[src/rtl/rwp_pkg.sv]
package rwp_pkg;
  typedef enum logic [1:0] {
    ACC_READ  = 2'b00,
    ACC_WRITE = 2'b01,
    ACC_EXEC  = 2'b10
  } acc_e;

  typedef struct packed {
    logic advance;
    logic capture;
    logic takeHitWay;
  } rwp_stb_t;
endpackage

[src/rtl/rwp_lfsr.sv]
module rwp_lfsr #(
  parameter int LFSR_W = 16,
  parameter logic [LFSR_W-1:0] SEED = 16'hCCCC,
  parameter logic [LFSR_W-1:0] TAPS = 16'h8805
) (
  input  logic              clk,
  input  logic              rstN,
  input  logic              advance,
  output logic [LFSR_W-1:0] state
);
  logic [LFSR_W-1:0] stateQ;
  logic [LFSR_W-1:0] tapBits;
  logic              feedback;

  // one AND per position; unused taps reduce to constant zero
  for (genvar i = 0; i < LFSR_W; i++) begin : g_tap
    if (TAPS[i]) begin : g_on
      assign tapBits[i] = stateQ[i];
    end else begin : g_off
      assign tapBits[i] = 1'b0;
    end
  end

  assign feedback = ^tapBits;

  always_ff @(posedge clk or negedge rstN) begin
    if (!rstN) begin
      stateQ <= SEED;
    end else if (advance) begin
      stateQ <= {feedback, stateQ[LFSR_W-1:1]};
    end
  end

  assign state = stateQ;
endmodule

[src/rtl/rwp_ctrl.sv]
module rwp_ctrl (
  input  logic              faultStb,
  input  logic              faultIsMiss,
  output rwp_pkg::rwp_stb_t stb
);
  always_comb begin
    stb = '0;
    if (faultStb) begin
      stb.advance    = 1'b1;
      stb.capture    = 1'b1;
      stb.takeHitWay = !faultIsMiss;
    end
  end
endmodule

[src/rtl/rwp_datapath.sv]
module rwp_datapath #(
  parameter int LFSR_W  = 16,
  parameter logic [LFSR_W-1:0] SEED = 16'hCCCC,
  parameter logic [LFSR_W-1:0] TAPS = 16'h8805,
  parameter int IDX_W   = 4,
  parameter int WAY_W   = 2,
  parameter int VPN_W   = 19,
  parameter int ACC_W   = 2,
  parameter int PID_W   = 8,
  parameter int SEL_W   = 32,
  parameter int CAUSE_W = 32
) (
  input  logic               clk,
  input  logic               rstN,
  input  rwp_pkg::rwp_stb_t  stb,
  input  logic [WAY_W-1:0]   hitWay,
  input  logic [VPN_W-1:0]   vpage,
  input  logic [ACC_W-1:0]   accType,
  input  logic [PID_W-1:0]   pid,
  output logic [SEL_W-1:0]   tlbSel,
  output logic [CAUSE_W-1:0] causeReg,
  output logic [LFSR_W-1:0]  lfsrState
);
  localparam int ACC_LSB = PID_W;
  localparam int VPN_LSB = CAUSE_W - VPN_W;
  localparam int WAY_LSB = IDX_W;

  logic [WAY_W-1:0]   wayPick;
  logic [SEL_W-1:0]   selNext, selQ;
  logic [CAUSE_W-1:0] causeNext, causeQ;

  rwp_lfsr #(.LFSR_W(LFSR_W), .SEED(SEED), .TAPS(TAPS)) lfsr_i (
    .clk     (clk),
    .rstN    (rstN),
    .advance (stb.advance),
    .state   (lfsrState)
  );

  assign wayPick = stb.takeHitWay ? hitWay : lfsrState[WAY_W-1:0];

  always_comb begin
    selNext = '0;
    selNext[IDX_W-1:0]       = vpage[IDX_W-1:0];
    selNext[WAY_LSB +: WAY_W] = wayPick;
  end

  always_comb begin
    causeNext = causeQ;
    causeNext[PID_W-1:0]       = pid;
    causeNext[ACC_LSB +: ACC_W] = accType;
    causeNext[VPN_LSB +: VPN_W] = vpage;
  end

  always_ff @(posedge clk or negedge rstN) begin
    if (!rstN) begin
      selQ   <= '0;
      causeQ <= '0;
    end else if (stb.capture) begin
      selQ   <= selNext;
      causeQ <= causeNext;
    end
  end

  assign tlbSel   = selQ;
  assign causeReg = causeQ;
endmodule

[src/rtl/refill_way_picker.sv]
module refill_way_picker #(
  parameter int LFSR_W  = 16,
  parameter logic [LFSR_W-1:0] SEED = 16'hCCCC,
  parameter logic [LFSR_W-1:0] TAPS = 16'h8805,
  parameter int IDX_W   = 4,
  parameter int WAY_W   = 2,
  parameter int VPN_W   = 19,
  parameter int ACC_W   = 2,
  parameter int PID_W   = 8,
  parameter int SEL_W   = 32,
  parameter int CAUSE_W = 32
) (
  input  logic               clk,
  input  logic               rstN,
  input  logic               faultStb,
  input  logic               faultIsMiss,
  input  logic [WAY_W-1:0]   hitWay,
  input  logic [VPN_W-1:0]   vpage,
  input  logic [ACC_W-1:0]   accType,
  input  logic [PID_W-1:0]   pid,
  output logic [SEL_W-1:0]   tlbSel,
  output logic [CAUSE_W-1:0] causeReg
);
  rwp_pkg::rwp_stb_t stb;
  logic [LFSR_W-1:0] lfsrState;

  rwp_ctrl ctrl_i (
    .faultStb    (faultStb),
    .faultIsMiss (faultIsMiss),
    .stb         (stb)
  );

  rwp_datapath #(
    .LFSR_W(LFSR_W), .SEED(SEED), .TAPS(TAPS), .IDX_W(IDX_W), .WAY_W(WAY_W),
    .VPN_W(VPN_W), .ACC_W(ACC_W), .PID_W(PID_W), .SEL_W(SEL_W), .CAUSE_W(CAUSE_W)
  ) dp_i (
    .clk       (clk),
    .rstN      (rstN),
    .stb       (stb),
    .hitWay    (hitWay),
    .vpage     (vpage),
    .accType   (accType),
    .pid       (pid),
    .tlbSel    (tlbSel),
    .causeReg  (causeReg),
    .lfsrState (lfsrState)
  );
endmodule

[config.mk]
export PLATFORM = sky130hd
export DESIGN_NAME = refill_way_picker
export DESIGN_NICKNAME = d
export VERILOG_FILES = /design/src/rtl/rwp_pkg.sv /design/src/rtl/rwp_lfsr.sv /design/src/rtl/rwp_ctrl.sv /design/src/rtl/rwp_datapath.sv /design/src/rtl/refill_way_picker.sv
export SDC_FILE = /design/constraint.sdc
export NUM_CORES = 1
export LEC_CHECK = 0
export ABC_AREA = 1
export BUFFER_PORTS_ARGS = -buffer_cell sky130_fd_sc_hd__buf_4
export CORE_UTILIZATION = 30
export DETAILED_ROUTE_END_ITERATION = 8
export SYNTH_ARGS = -nofsm -noshare
export SYNTH_HDL_FRONTEND = slang
export SYNTH_HIERARCHICAL = 1
export SYNTH_SLANG_ARGS = --single-unit
export TNS_END_PERCENT = 30
[constraint.sdc]
create_clock -name clk -period 1.8 [get_ports clk]
set_clock_uncertainty 0.05 [all_clocks]
set_input_delay 0.36 -clock clk [delete_from_list [all_inputs] [get_ports clk]]
set_output_delay 0.36 -clock clk [all_outputs]
set_load 0.01 [all_outputs]
# Yosys cells after proc, flatten, opt, wreduce, memory -nomap -nowiden
# Index checks and enable logic that the tools add are counted.
[classes] n_reduce_logical=2 mux=2
[ops] op="$reduce_xor A16 Y1" n=1
[ops] op="$mux W3" n=1
[ops] op="$mux W2" n=1
[ops] op="$logic_not A1 Y1" n=1
[word_totals] elab_cells=7 out_inout_bits=64 reg_bits=51 inputBits=35

# Logic depth before layout (Yosys ltp)
# Gate-level depths: netlist of run 1.
[logic_depth] depth_word=3 depth_mapped=6 depth_no_buf=6

# Cells and area by module
# Netlist of run 1, hierarchy kept.
[by_module_without_submodules] module="rwp_datapath" area_each_um2=1446.4 seq_area_each_um2=775.7 n_inst=1 cells_each=174
[by_module_without_submodules] module="rwp_lfsr" area_each_um2=691.9 seq_area_each_um2=410.4 n_inst=1 cells_each=80
[by_module_without_submodules] module="rwp_ctrl" area_each_um2=25.0 seq_area_each_um2=0.0 n_inst=1 cells_each=4

# Least setup slack after synthesis of run 1
# No wires, ideal clock.
[synth_timing] path_type="input to register" startpoint="input faultStb" endpoint="register dp_i.lfsr_i.stateQ[12], in the netlist dp_i/lfsr_i/state[12]" required_ps=1634 setup_time_ps=116 setup_slack_ps=815 t_arrival_ps=819 path_stages=5 n_path_buf=3 path_cell_list="buf_4 > buf_6 > buf_6 > nand2_1 > nand2_1"
[synth_via] elab_chain_cells=1
[synth_lines] item="from (decl)" line_no="refill_way_picker.sv:15" source="input logic faultStb,"
[synth_lines] item="$mux W3" line_no="rwp_ctrl.sv:8" source="if (faultStb) begin"
[synth_lines] item="to (signal assigned)" line_no="rwp_lfsr.sv:30" source="stateQ <= {feedback, stateQ[LFSR_W-1:1]};"
[synth_lines] item="to (decl)" line_no="rwp_lfsr.sv:11" source="logic [LFSR_W-1:0] stateQ;"
# No other way between the ends.
# A chain may end at the register's enable or synchronous reset.

==> results of run 1 <==
-- stage by stage --
step                hold WS [ns]  setup WS [ns]  utilization [%]
detailed placement         0.363          0.507             37.8
CTS                       0.0400          0.522             39.3
global route              0.0699          0.489             39.3
finish                    0.0204          0.543             39.3
floorplan                 0.0144          0.815                -
global placement           0.359          0.552             37.8
-- cells in the final DEF, fill, tap and decap left out --
cell type	synthesis	routed
sky130_fd_sc_hd__bufinv_16	0	1
sky130_fd_sc_hd__conb_1	1	29
sky130_fd_sc_hd__inv_1	10	10
sky130_fd_sc_hd__nor2_2	1	1
sky130_fd_sc_hd__clkbuf_1	0	1
sky130_fd_sc_hd__inv_2	2	2
sky130_fd_sc_hd__dfrtp_1	39	39
sky130_fd_sc_hd__nand3_1	3	3
sky130_fd_sc_hd__o21ai_0	6	6
sky130_fd_sc_hd__buf_4	35	71
sky130_fd_sc_hd__nand2_1	142	142
sky130_fd_sc_hd__inv_6	1	1
sky130_fd_sc_hd__clkbuf_8	0	5
sky130_fd_sc_hd__o21ai_2	1	1
sky130_fd_sc_hd__dfstp_2	8	8
-- sequential cells by signal, indices dropped and copies added (netlist names) --
register,cells
dp_i/lfsr_i/state,16
dp_i/tlbSel,2
dp_i/causeReg,29
-- worst max-delay path by stage --
stage,slack (ns),cells after the start,start,end
after floorplan,0.81,5,faultStb,dp_i/lfsr_i/state[12]
after global placement,0.55,4,faultStb,dp_i/lfsr_i/state[10]
after detailed placement,0.51,4,faultStb,dp_i/lfsr_i/state[10]
after CTS,0.52,1,dp_i/causeReg[16],causeReg[16]
after global routing,0.49,1,dp_i/causeReg[16],causeReg[16]
final,0.54,1,dp_i/causeReg[15],tlbSel[2]
-- kinds of logic (layout without fill, tap and decap cells) --
group | after synthesis | count (layout)
AO/OA/AOI/OAI | 7 | 7
buffers and inverters | 57 | 91
flip-flops | 47 | 47
other | 1 | 29
AND/OR/NAND/NOR | 146 | 146
-- final cells by class --
class / count / area (sq um)
fill: 738 / 4170
sequential: 47 / 1190
multi-input combinational: 182 / 702
timing repair buffer: 71 / 533
tap: 96 / 120
clock buffer: 6 / 72.6
inverter: 13 / 53.8
clock inverter: 1 / 30.0
-- cell usage after synthesis, drive strengths merged --
cell type    n
nand2      142
nand3        3
conb         1
o21ai        7
nor2         1
dfstp        8
dfrtp       39
inv         13
buf         44
-- routing by layer --
metal  part of all wire [%]  GRT usage (%)
met1                     45           13.8
met2                     47           18.8
met3                    6.5           3.41
met4                   0.76           2.73
met5                      0              0
-- power by group --
part	switching (mW)	internal, mW	total, mW
sequential	0.100	1.24	1.34
combinational	0.288	0.235	0.524
clock	0.330	0.407	0.737
total	0.719	1.89	2.61
==> results.txt, run 1 <==
----------------------------------------------------
[Pwr]
  Total design power ... about 2.6 mW
  Pwr Density ... between 900 and 1000 nW/um^2
  Worst VDD drop ... 0.504 mV
  Leakage ... 1.52 nW

[Critical path]
  Type of destination of the critical path ... output port
  Worst path max stage delay ... roughly 0.41 ns
  Critical path's slowest cell ... sky130_fd_sc_hd__dfrtp_1
  Crit start category ... flop
  Path depth of the worst reg2reg path ... 6
  Setup slack on the worst flop-to-flop path ... approximately 0.75 ns
  Critical-path cell list ... buf_4
  Total buffers and inverters traversed by the critical path ... 1
  Arrival time reported for the critical path endpoint ... about 0.85 ns
  Required time at the worst-slack endpoint ... roughly 1.4 ns
  Reg2reg end ... dp_i/lfsr_i/state[15]
  Critical R2R Launch ... dp_i/lfsr_i/state[15]
  Family of cells with the greatest summed delay on the critical path ... flip-flops
  Maximum fanout encountered on the critical timing path ... 3
  Class of the most critical setup path ... reg -> out

[Place]
  Port bufs ... a little under 70
  Cell total after placement ... roughly 410
  Post-DP Area ... between 2000 and 3000 sq um
  Weighted congestion at the end of routability-driven global placement ... ~0.68
  Half-perimeter wire length after placement ... around 2900 um

[Synthesis]
  Cell area after synthesis ... between 2000 and 2500 sq um
  Number of unique standard cell types used by synthesis ... 14
  Synthesized-area fraction occupied by ao, oa, aoi and oai cells ... around 1.8%
  Post-synthesis share of cell area spent on full adders, half adders and majority gates ... 0%
  Proportion of synthesized area in mux cells ... 0%
  FF+latch count, synth ... 47
  Proportion of netlist area held by the largest area contributor ... between 40% and 50%
  Yosys warning total ... 6
  Cell types with the largest area share after synthesis ... sky130_fd_sc_hd__dfrtp_1, sky130_fd_sc_hd__nand2_1, sky130_fd_sc_hd__buf_4, sky130_fd_sc_hd__dfstp_2, sky130_fd_sc_hd__inv_1
  Post-Synth XOR/XNOR Area ... 0%
  Dominant cell type by area after synthesis ... sky130_fd_sc_hd__dfrtp_1
  Portion of the post-synthesis area used by sequential elements ... 54.8%
  Simple logic cell fraction of the synthesized area ... between 20% and 30%
  Largest family of logic cells by synthesized area ... simple AND/OR/NAND/NOR gates
  Cell count after synthesis ... ~260
  Mean area per synthesized cell ... approximately 8.4 sq um

[Routing]
  Via density ... just under 4
  Remaining routing DRC violations ... 0
  Final routed wirelength across all metal layers ... a little over 4000 um
  DR vias ... 1608
  Number of nets with antenna violations after routing ... 0
  Pre-antenna DRT Iters ... 4
  Mean routed wirelength per cell ... ~9.8 um
  Number of DRC markers in iteration 0 ... 41

[CTS]
  Post-cts resize count ... 0
  Skew-Pair Late Insertion Delay ... about 0.29 ns
  CTS Hold Bufs ... 0
  TritonCTS clock tree ... built
  Number of post-CTS setup repair buffers ... 0
  Number of buffers on the longest clock path ... 2
  Clock slew at the register clock pins of the worst setup and hold paths ... approximately 0.08 ns
  H-tree depth ... 2
  Root Buffer Master ... sky130_fd_sc_hd__clkbuf_8
  Total CTS buffers ... 5
  Clock sink count ... 47

[STA]
  Max Clock Freq ... just under 800 MHz
  Fin crit share ... between 60 and 70%
  Final setup violation count ... 0
  Unrepaired setup endpoints after global routing ... no
  Final hold violations ... 0
  Worst slew margin relative to its limit ... around 61%
  Worst Tran Pin Value ... 0.588 ns
  Count of pins over their slew limit ... 0
  Clock period minus final worst setup slack ... between 1 and 1.5 ns
  Final TNS setup ... 0 ns

[Floorplan]
  Horizontal die dimension ... around 87 um
  Area of the core ... approximately 6900 sq um
  Num rows ... 30
  Starting density of the core ... 31.5%
  Die area ... about 7600 sq um
  Die outline height ... ~87 um
  Number of top-level pins ... ~100

[Cells and area]
  Post-route non-filler standard cell count ... between 400 and 500
  Post-route standard cell area excluding fillers ... 2700 sq um
  Layout overhead on the synthesized area ... 24.7%
  Layout cell share with drive strength beyond 1 ... 28.1%
  Count of antenna diodes in the layout ... 0
  Net count of the finished layout ... 355

[Global routing]
  Total track usage ... between 10% and 20%
  Number of global-route vias before repair ... 1506
  Initial antenna violation count ... 0
  Pin count of the biggest net entering global routing ... 48
  GR Overflow Total ... 0
  Wire length of the first global-routing pass ... 6620 um

[Job]
  Number of maximum-capacitance violations ... 0

[Outcome]
  Result of the run ... complete, no violations

[Hold path]
  Class of the tightest hold or removal check ... in -> async

----------------------------------------------------
Power figures use the tool's default switching activity.
==> run 2: changes to the inputs <==
Clock period 1.8 ns to 1.05 ns, I/O delays scaled along.
==> results.txt, run 2 (same netlist as run 1, synthesis figures left out) <==
----------------------------------------------------
[Place]
  Port bufs ... 69 (unchanged)
  Cell total after placement ... 411 (+0.49%)
  Post-DP Area ... 2620 sq um (+1.1%)
  Weighted congestion at the end of routability-driven global placement ... 0.701 (+3.4%)
  Half-perimeter wire length after placement ... 2870 um (-2.4%)

[Global routing]
  Global routing usage on met2 ... 17.8% (-1.1 points)
  Total track usage ... 11.2% (+0.12 points)
  Routing usage on met3 ... 3.41% (unchanged)
  Grt peak-use layer ... met2
  Number of global-route vias before repair ... 1519 (+0.86%)
  Wire length of the first global-routing pass ... 6630 um (about the same)
  Met1 Resource Use GR ... 14.5% (+0.71 points)
  GR Overflow Total ... 0 (unchanged)
  Initial antenna violation count ... 0 (unchanged)
  Pin count of the biggest net entering global routing ... 48 (unchanged)

[STA]
  Setup WS post-layout ... -0.0600 ns (-0.603 ns)
  Count of pins over their slew limit ... 0 (unchanged)
  Final setup violation count ... 35 (+35)
  Worst Hold Margin ... 0.0605 ns (+0.0401 ns)
  Final TNS setup ... -1.24 ns (-1.24 ns)
  Fin crit share ... 106%
  Max Clock Freq ... approximately 900 MHz
  Clock period minus final worst setup slack ... ~1.1 ns
  Unrepaired setup endpoints after global routing ... yes
  Final hold violations ... 0 (unchanged)

[Critical path]
  Type of destination of the critical path ... output port
  Maximum fanout encountered on the critical timing path ... 3 (unchanged)
  Arrival time reported for the critical path endpoint ... 0.85 ns (about the same)
  Required time at the worst-slack endpoint ... 0.79 ns (-0.60 ns)
  Family of cells with the greatest summed delay on the critical path ... flip-flops
  Total buffers and inverters traversed by the critical path ... 1 (unchanged)
  Reg2reg end ... dp_i/lfsr_i/state[15]
  Critical R2R Launch ... dp_i/lfsr_i/state[15]
  Critical-path cell list ... buf_6
  Worst path max stage delay ... 0.42 ns (about the same)
  Crit start category ... flop
  Setup slack on the worst flop-to-flop path ... 0.06 ns (-0.69 ns)
  Critical path's slowest cell ... sky130_fd_sc_hd__dfrtp_1
  Class of the most critical setup path ... reg -> out
  Path depth of the worst reg2reg path ... 6 (unchanged)

[Outcome]
  Violations in the final reports ... negative setup slack
  Result of the run ... complete, but fails checks

[Routing]
  Via density ... 3.87 (+0.19%)
  Number of DRC markers in iteration 0 ... 71 (+73%)
  Mean routed wirelength per cell ... 9.59 um (-1.9%)
  Number of nets with antenna violations after routing ... 0 (unchanged)
  Final routed wirelength across all metal layers ... 4070 um (about the same)
  Pre-antenna DRT Iters ... 4 (unchanged)
  DR vias ... 1642 (+2.1%)
  Remaining routing DRC violations ... 0 (unchanged)

[Cells and area]
  Area of the multi-input gates ... 702 sq um (unchanged)
  Layout overhead on the synthesized area ... 32.4%
  Layout cell share with drive strength beyond 1 ... 30.2% (+2.1 points)
  Most frequent cells in the layout ... sky130_fd_sc_hd__nand2_1, sky130_fd_sc_hd__buf_4, sky130_fd_sc_hd__dfrtp_1
  Net count of the finished layout ... 362 (+2.0%)
  Storage cell area ... 1190 sq um (unchanged)
  Count of antenna diodes in the layout ... 0 (unchanged)
  Post-route standard cell area excluding fillers ... 2860 sq um (+6.2%)
  Most common cell after layout, fill and taps aside ... sky130_fd_sc_hd__nand2_1
  Number of flip-flops under the largest register name ... 29 (unchanged)
  Layout filler cell count ... 724 (-1.9%)
  Post-route non-filler standard cell count ... 424 (+1.9%)

[Floorplan]
  Number of top-level pins ... 99 (unchanged)
  Horizontal die dimension ... 86.9 um (unchanged)
  Die area ... 7560 sq um (unchanged)
  Area of the core ... 6870 sq um (unchanged)
  Starting density of the core ... 31.5% (unchanged)
  Num rows ... 30 (unchanged)
  Die outline height ... 86.9 um (unchanged)

[Hold path]
  Hold Crit Endpoint ... dp_i/causeReg[30]
  Startpoint of the worst hold path ... vpage[17]
  Hold Path Depth ... 3
  Class of the tightest hold or removal check ... in -> reg

[Pwr]
  Worst VDD drop ... 0.707 mV (+40%)
  Relative contribution of sequential cells to total power ... 53.5% (+1.9 points)
  Internal power consumption ... 3.10 mW (+64%)
  Pwr Density ... 1520 nW/um^2 (+57%)
  Clock power frac ... 23.8% (-4.5 points)
  Share of total power consumed by net switching ... 28.8% (+1.2 points)
  Relative contribution of combinational cells to total power ... 22.7% (+2.6 points)
  Leakage ... 1.58 nW (+4.1%)
  Switching pwr ... 1.25 mW (+74%)

[CTS]
  Clock sink count ... 47 (unchanged)
  Root Buffer Master ... sky130_fd_sc_hd__clkbuf_8
  TritonCTS clock tree ... built
  Number of buffers on the longest clock path ... 2 (unchanged)
  Total CTS buffers ... 5 (unchanged)
  H-tree depth ... 2 (unchanged)
  Skew-Pair Late Insertion Delay ... 0.29 ns (about the same)
  Clock slew at the register clock pins of the worst setup and hold paths ... 0.08 ns (about the same)

[Job]
  Number of maximum-capacitance violations ... 0 (unchanged)

----------------------------------------------------
run 2: repair_timing:
item / in CTS / in global routing
endpoints found under the hold margin: 39 / 0
gates resized for setup: 29 / 4
setup buffers: 2 / 2
setup endpoints to repair: 35 / 36
hold buffers: 1 / 0
run 2: power by group through the flow:
stage	clock network [mW]	registers, mW	logic (mW)
5_1_grt	1.18	2.36	1.12
2_1_floorplan	0	2.36	0.561
3_5_place_dp	0	2.33	0.916
4_1_cts	1.11	2.32	0.989
6_report	1.04	2.33	0.987
3_3_place_gp	0	2.33	0.896
run 2: final cells by class:
cell class,instances,area share [%]
clock buffers,6,2.53
well taps,96,4.19
clock inverters,2,0.437
repair buffers,78,25.0
flip-flops and latches,47,41.4
inverters,13,1.88
multi-input cells,182,24.5
run 2: routing by layer:
metal	share of wire, %	wire length [um]	up-vias
li1	-	-	842
met1	45	1850	747
met2	48	1940	51
met3	6.5	264	2
met4	0.25	10	0
met5	0	0	-
run 2: worst max path at each step:
stage                     slack [ns]                   from  cells after the start               endpoint
after detailed placement       0.006               faultStb                      4       dp_i/causeReg[6]
after CTS                      -0.08      dp_i/causeReg[15]                      1           causeReg[15]
after global placement          0.01               faultStb                      4         dp_i/tlbSel[5]
final                          -0.06      dp_i/causeReg[14]                      1              tlbSel[1]
after global routing           -0.11      dp_i/causeReg[13]                      1              tlbSel[0]
after floorplan                 0.12  dp_i/lfsr_i/state[15]                      6  dp_i/lfsr_i/state[15]
run 2: worst min-delay path: cells and delay by family:
kind	cells	cell delay [ns]
buf+inv	1	0.07
simple gates	2	0.09
run 2: through the flow:
step / worst slack, ns / utilization [%] / power [mW]
3_5_place_dp: 0.00601 / 38.2 / 3.24
6_report: -0.0600 / 41.7 / 4.35
4_1_cts: -0.0830 / 41.4 / 4.42
3_3_place_gp: 0.0133 / 38.2 / 3.23
5_1_grt: -0.106 / 41.7 / 4.66
2_1_floorplan: 0.118 / - / 2.92
